===== src/rtl/cmp_timer_pkg.sv =====
package cmp_timer_pkg;
  localparam int unsigned A_CTRL    = 0;
  localparam int unsigned A_CNT     = 1;
  localparam int unsigned A_FLAG    = 2;
  localparam int unsigned A_IE      = 3;
  localparam int unsigned A_KEY     = 4;
  localparam int unsigned A_CH0     = 8;
  localparam int unsigned CH_STRIDE = 4;
  localparam int unsigned OFF_CMP   = 0;
  localparam int unsigned OFF_STEP  = 1;
  localparam int unsigned OFF_CLR   = 2;
  localparam logic [3:0]  AC_KEY    = 4'hA;
endpackage


===== src/rtl/cmp_timer_counter.sv =====
module cmp_timer_counter #(
  parameter int unsigned CNT_W = 32
) (
  input  logic             clk_i,
  input  logic             rst_ni,
  input  logic             run_i,
  input  logic             wr_i,
  input  logic [CNT_W-1:0] wdata_i,
  output logic [CNT_W-1:0] cnt_o
);
  always_ff @(posedge clk_i or negedge rst_ni) begin
    if (!rst_ni)    cnt_o <= '0;
    else if (wr_i)  cnt_o <= wdata_i;
    else if (run_i) cnt_o <= cnt_o + CNT_W'(1);
  end
endmodule


===== src/rtl/cmp_timer_channel.sv =====
module cmp_timer_channel #(
  parameter int unsigned CNT_W = 32
) (
  input  logic             clk_i,
  input  logic             rst_ni,
  input  logic             run_i,
  input  logic [CNT_W-1:0] cnt_i,
  input  logic             wr_cmp_i,
  input  logic             wr_step_i,
  input  logic             wr_clr_i,
  input  logic [CNT_W-1:0] wdata_i,
  input  logic             ac_en_i,
  input  logic             sw_clr_i,
  output logic             flag_o,
  output logic             trig_o,
  output logic [CNT_W-1:0] cmp_o,
  output logic [CNT_W-1:0] step_o,
  output logic [CNT_W-1:0] clr_o
);
  logic hit, ac_hit;

  assign hit    = run_i && (cnt_i == cmp_o);
  assign ac_hit = run_i && ac_en_i && (cnt_i == clr_o);

  always_ff @(posedge clk_i or negedge rst_ni) begin
    if (!rst_ni) begin
      flag_o <= 1'b0;
      trig_o <= 1'b0;
      cmp_o  <= '0;
      step_o <= '0;
      clr_o  <= '0;
    end else begin
      trig_o <= hit;
      // set has priority over any clear
      if (hit)                     flag_o <= 1'b1;
      else if (sw_clr_i || ac_hit) flag_o <= 1'b0;
      if (wr_cmp_i)  cmp_o <= wdata_i;
      else if (hit)  cmp_o <= cmp_o + step_o;
      if (wr_step_i) step_o <= wdata_i;
      if (wr_clr_i)    clr_o <= wdata_i;
      else if (ac_hit) clr_o <= clr_o + step_o;
    end
  end
endmodule


===== src/rtl/cmp_timer.sv =====
module cmp_timer
  import cmp_timer_pkg::*;
#(
  parameter int unsigned N_CH   = 4,
  parameter int unsigned CNT_W  = 32,
  parameter int unsigned ADDR_W = 5
) (
  input  logic              clk_i,
  input  logic              rst_ni,
  input  logic              we_i,
  input  logic [ADDR_W-1:0] addr_i,
  input  logic [CNT_W-1:0]  wdata_i,
  output logic [CNT_W-1:0]  rdata_o,
  output logic [N_CH-1:0]   trig_o,
  output logic [N_CH-1:0]   irq_o
);
  localparam int unsigned KEY_W = 4 * N_CH;

  logic                        run_q;
  logic [N_CH-1:0]             ie_q;
  logic [KEY_W-1:0]            key_q;
  logic [CNT_W-1:0]            cnt_q;
  logic                        cnt_wr;
  logic [N_CH-1:0]             flag_q, cmp_wr, step_wr, clr_wr, ac_en, sw_clr;
  logic [N_CH-1:0][CNT_W-1:0]  cmp_all, step_all, clr_all;
  logic [CNT_W-1:0]            rd_nxt;

  assign cnt_wr = we_i && (addr_i == ADDR_W'(A_CNT));

  always_ff @(posedge clk_i or negedge rst_ni) begin
    if (!rst_ni) begin
      run_q <= 1'b0;
      ie_q  <= '0;
      key_q <= '0;
    end else if (we_i) begin
      if (addr_i == ADDR_W'(A_CTRL)) run_q <= wdata_i[0];
      if (addr_i == ADDR_W'(A_IE))   ie_q  <= wdata_i[N_CH-1:0];
      if (addr_i == ADDR_W'(A_KEY))  key_q <= wdata_i[KEY_W-1:0];
    end
  end

  cmp_timer_counter #(.CNT_W(CNT_W)) u_cnt (
    .clk_i   (clk_i),
    .rst_ni  (rst_ni),
    .run_i   (run_q),
    .wr_i    (cnt_wr),
    .wdata_i (wdata_i),
    .cnt_o   (cnt_q)
  );

  for (genvar k = 0; k < N_CH; k++) begin : g_ch
    localparam int unsigned BASE = A_CH0 + CH_STRIDE * k;
    assign cmp_wr[k]  = we_i && (addr_i == ADDR_W'(BASE + OFF_CMP));
    assign step_wr[k] = we_i && (addr_i == ADDR_W'(BASE + OFF_STEP));
    assign clr_wr[k]  = we_i && (addr_i == ADDR_W'(BASE + OFF_CLR));
    assign sw_clr[k]  = we_i && (addr_i == ADDR_W'(A_FLAG)) && wdata_i[k];
    assign ac_en[k]   = (key_q[4*k +: 4] == AC_KEY);

    cmp_timer_channel #(.CNT_W(CNT_W)) u_ch (
      .clk_i     (clk_i),
      .rst_ni    (rst_ni),
      .run_i     (run_q),
      .cnt_i     (cnt_q),
      .wr_cmp_i  (cmp_wr[k]),
      .wr_step_i (step_wr[k]),
      .wr_clr_i  (clr_wr[k]),
      .wdata_i   (wdata_i),
      .ac_en_i   (ac_en[k]),
      .sw_clr_i  (sw_clr[k]),
      .flag_o    (flag_q[k]),
      .trig_o    (trig_o[k]),
      .cmp_o     (cmp_all[k]),
      .step_o    (step_all[k]),
      .clr_o     (clr_all[k])
    );
  end

  assign irq_o = flag_q & ie_q;

  always_comb begin
    rd_nxt = '0;
    if (addr_i == ADDR_W'(A_CTRL)) rd_nxt = CNT_W'(run_q);
    if (addr_i == ADDR_W'(A_CNT))  rd_nxt = cnt_q;
    if (addr_i == ADDR_W'(A_FLAG)) rd_nxt = CNT_W'(flag_q);
    if (addr_i == ADDR_W'(A_IE))   rd_nxt = CNT_W'(ie_q);
    if (addr_i == ADDR_W'(A_KEY))  rd_nxt = CNT_W'(key_q);
    for (int k = 0; k < N_CH; k++) begin
      if (addr_i == ADDR_W'(A_CH0 + CH_STRIDE * k + OFF_CMP))  rd_nxt = cmp_all[k];
      if (addr_i == ADDR_W'(A_CH0 + CH_STRIDE * k + OFF_STEP)) rd_nxt = step_all[k];
      if (addr_i == ADDR_W'(A_CH0 + CH_STRIDE * k + OFF_CLR))  rd_nxt = clr_all[k];
    end
  end

  always_ff @(posedge clk_i or negedge rst_ni) begin
    if (!rst_ni) rdata_o <= '0;
    else         rdata_o <= rd_nxt;
  end
endmodule


===== config.mk =====
export PLATFORM = sky130hd
export DESIGN_NAME = cmp_timer
export DESIGN_NICKNAME = d
export VERILOG_FILES = /design/src/rtl/cmp_timer_pkg.sv /design/src/rtl/cmp_timer_counter.sv /design/src/rtl/cmp_timer_channel.sv /design/src/rtl/cmp_timer.sv
export SDC_FILE = /design/constraint.sdc
export NUM_CORES = 2
export LEC_CHECK = 0
export BUFFER_PORTS_ARGS = -buffer_cell sky130_fd_sc_hd__buf_2
export CAP_MARGIN = 25
export CELL_PAD_IN_SITES_DETAIL_PLACEMENT = 1
export CELL_PAD_IN_SITES_GLOBAL_PLACEMENT = 2
export CORE_MARGIN = 2
export CORE_UTILIZATION = 41
export CTS_BUF_LIST = sky130_fd_sc_hd__clkbuf_2 sky130_fd_sc_hd__clkbuf_4 sky130_fd_sc_hd__clkbuf_8
export DETAILED_ROUTE_END_ITERATION = 6
export GPL_ROUTABILITY_DRIVEN = 1
export PLACE_DENSITY_LB_ADDON = 0.1
export RECOVER_POWER = 100
export SYNTH_ARGS = -nofsm -noshare
export SYNTH_HDL_FRONTEND = slang
export SYNTH_SLANG_ARGS = --single-unit

===== constraint.sdc =====
create_clock -name clk_i -period 3.55 [get_ports clk_i]
set_clock_uncertainty 0.05 [all_clocks]
set_input_delay 0.1775 -clock clk_i [delete_from_list [all_inputs] [get_ports clk_i]]
set_output_delay 0.1775 -clock clk_i [all_outputs]
set_load 0.01 [all_outputs]

==> flow_metrics.py <==
metrics = {
    "outcome": {
        "run_status": "complete, but fails checks",
        "violations": "max-capacitance violations, max-slew violations, negative setup slack",
    },
    "worst_setup_path": {
        "r2r_start": "u_cnt.cnt_o[24]",
        "cp.arrival_ns": 4.25,
        "rr_worst_depth": 10,
        "start_kind": "input pin",
        "crit_fanout": 10,
        "path_class": "input pin to flip-flop",
        "endpoint_kind": "flip-flop",
        "critPathRequiredTime_ns": 4.16,
        "reg2reg_to": "g_ch[1].u_ch.cmp_o[31]",
        "worstSetupStartpoint": "addr_i[0]",
        "crit_path_end": "rdata_o[14]",
        "rrSetupSlack_ns": 0.02,
    },
    "sta": {
        "fin_crit_ns": 3.65,
        "finalSetupViolCount": 4,
        "period_share_pct": 103,
        "fmax_mhz": 274,
        "slew_headroom_pct": -104,
        "finalMaxSlewViolations": 401,
        "worst_pin_slew_ns": 3.06,
        "finalWorstSetupSlack_ns": -0.0970,
        "fin_hold_ws_ns": 0.0883,
        "hold_viol_final": 0,
    },
    "cells_and_area": {
        "syn_to_final_growth_pct": 16.8,
        "drive_gt1_share_pct": 16.3,
        "final_area_sq_um": 44600,
        "fillers": 10900,
        "layout.cells.most_common": "dfrtp_1",
        "post-route-util_pct": 48.5,
        "mostFrequentLayoutCells": "dfrtp_1, nand2_1, a21oi_1",
        "fin_nets": 5082,
    },
    "yosys": {
        "ys_top_cells_by_area": "dfrtp_1, ha_1, xor2_1",
        "synthArstFlopShare_pct": 100,
        "synth_edf_count": 0,
        "syn_area_sq_um": 38200,
        "yosysSeqAreaShare_pct": 31.2,
        "synth_cell_types": 98,
        "synth_top_cell_area_share_pct": 31.2,
        "yosysWarningCount": 0,
        "syn_area_per_cell_sq_um": 8.61,
        "synth_area_leader_cell": "dfrtp_1",
        "synthFlopType": "dfrtp_1",
        "netlist_instances": 4438,
        "synth_seq_cells": 477,
        "synth_nets": 4735,
    },
    "floorplan": {
        "fp.dieW_um": 309,
        "core_sq_um": 92100,
        "ios": 80,
        "initial_core_util_pct": 41.5,
        "row_count": 111,
        "die_area_sq_um": 95700,
        "die_h_um": 309,
    },
    "place": {
        "port-buffer-count": 79,
        "place_area_sq_um": 42300,
        "finalWeightedCongestion": 1.05,
        "pre_cts_slack_ns": 0.00372,
        "dp_hpwl_um": 159000,
    },
    "power": {
        "p_leak_nw": 19.6,
        "peakVddDrop_mv": 0.427,
        "power_density_nw_per_um2": 727,
        "p_total_w": 0.0325,
    },
    "clocking": {
        "htreeDepth": 3,
        "cts_made_buffers": 96,
        "cts_root_buffer": "clkbuf_8",
        "clock_sinks": 477,
        "clk_path_buf_depth": 3,
        "clk_latency_ns": 0.81,
        "clk_pin_slew_worst_paths_ns": 0.06,
        "cts_tree": "built",
    },
    "global_routing": {
        "grt_overflow": 0,
        "grt_pass1_wl_um": 295000,
        "first_global_vias": 39000,
        "grt_max_degree": 72,
        "grt_antenna_before_repair": 24,
        "gr-usage-all-layers_pct": 43.7,
    },
    "hold_path": {
        "hold_class": "input pin to flip-flop",
    },
    "routing": {
        "dr_total_vias": 39600,
        "first_pass_iters": 6,
        "antenna_left": 0,
        "viasPerCell": 6.48,
        "drt_iter0_drc": 4616,
        "drc": 0,
        "wl_per_cell_um": 34.5,
        "wirelength_um": 211000,
    },
    "job": {
        "drv_cap": 8,
    },
}
-- repair_timing --
action                     4_1_cts  5_1_grt
hold endpoints to repair       700        0
hold buffers                    35        0
buffers inserted                 0        0
resized for setup                1       34
pin swaps                        0        6
setup endpoints to repair        3       45
-- registers in the layout (all words and copies together) (netlist names) --
register          cells
g_ch.u_ch.step_o    128
g_ch.u_ch.clr_o     128
key_q                16
u_cnt.cnt_o          32
g_ch.u_ch.trig_o      4
rdata_o              32
g_ch.u_ch.cmp_o     128
run_q                 1
ie_q                  4
g_ch.u_ch.flag_o      4
-- how the worst min path moves through the flow --
stage                start                     end  slack, ns  cells after the start
4_1_cts        wdata_i[20]  g_ch[0].u_ch.cmp_o[20]     0.0003                      3
6_report       wdata_i[20]  g_ch[0].u_ch.cmp_o[20]       0.09                      3
5_1_grt        wdata_i[20]  g_ch[0].u_ch.cmp_o[20]       0.05                      3
2_1_floorplan       rst_ni   g_ch[0].u_ch.clr_o[0]      -0.17                      0
3_5_place_dp        rst_ni  g_ch[0].u_ch.cmp_o[16]       0.13                      1
3_3_place_gp        rst_ni  g_ch[0].u_ch.cmp_o[16]       0.13                      1
-- per-layer routing --
| metal | global-route usage [%] | routed length (um) | vias to the layer above |
|---|---|---|---|
| met5 | 0 | 107 | - |
| met4 | 26.0 | 14900 | 16 |
| met3 | 9.57 | 19000 | 556 |
| met2 | 64.0 | 87500 | 1949 |
| met1 | 59.1 | 89400 | 20200 |
| li1 | - | - | 16900 |
-- cells by family after synthesis --
logic type | synth area share [%]
adder cells (fa/ha/maj) | 8.57
flip-flops | 31.2
multiplexers | 7.27
buffers and inverters | 3.33
XOR/XNOR | 10.8
AND/OR/NAND/NOR | 16.6
AO/OA/AOI/OAI | 22.2
-- cell usage after synthesis, types with 47 or more instances --
cell type  number
a21o_1        130
a21oi_1       375
a22oi_1        80
a31oi_1        65
and3_1         57
clkbuf_1      174
dfrtp_1       477
ha_1          249
inv_1          67
mux2_2        148
mux2i_1       111
nand2_1       446
nand3_1        88
nand4_1        73
nor2_1        326
nor3_1         68
nor4_1         47
o21a_1         60
o21ai_0       321
xnor2_1       223
xor2_1        248
-- power by group --
part	leakage [nW]	switching, W	internal, W	total [W]
Sequential	5.58	0.00222	0.00657	0.00879
Combinational	12.9	0.0101	0.00699	0.0171
Clock	1.14	0.00292	0.00361	0.00653
-- layout make-up --
class	count	area, sq um	area share, %
Antenna cell	9	22.5	0.0505
Tap cell	1243	1560	3.48
Clock inverter	28	215	0.482
Multi-Input combinational cell	3643	25200	56.4
Sequential cell	477	11900	26.7
Clock buffer	149	1930	4.33
Timing Repair Buffer	498	3520	7.90
Inverter	69	260	0.583
-- critical path, cell delays in order --
cell           delay [ns]
dlygate4sd3_1        0.62
clkbuf_1             0.27
or3_1                0.55
nor3b_2              0.62
clkbuf_1             0.51
a22oi_1              0.19
a31oi_1              0.48
a2111oi_0            0.22
clkbuf_1             0.23
o21ai_0              0.37
-- stage by stage --
step | setup TNS (ns) | cells
6_report | -0.180 | 6116
5_1_grt | -0.0461 | 6109
2_1_floorplan | 0 | 4438
3_3_place_gp | -0.0122 | 5894
3_5_place_dp | 0 | 5894
4_1_cts | 0 | 6106
(Power assumes the default switching activity.)
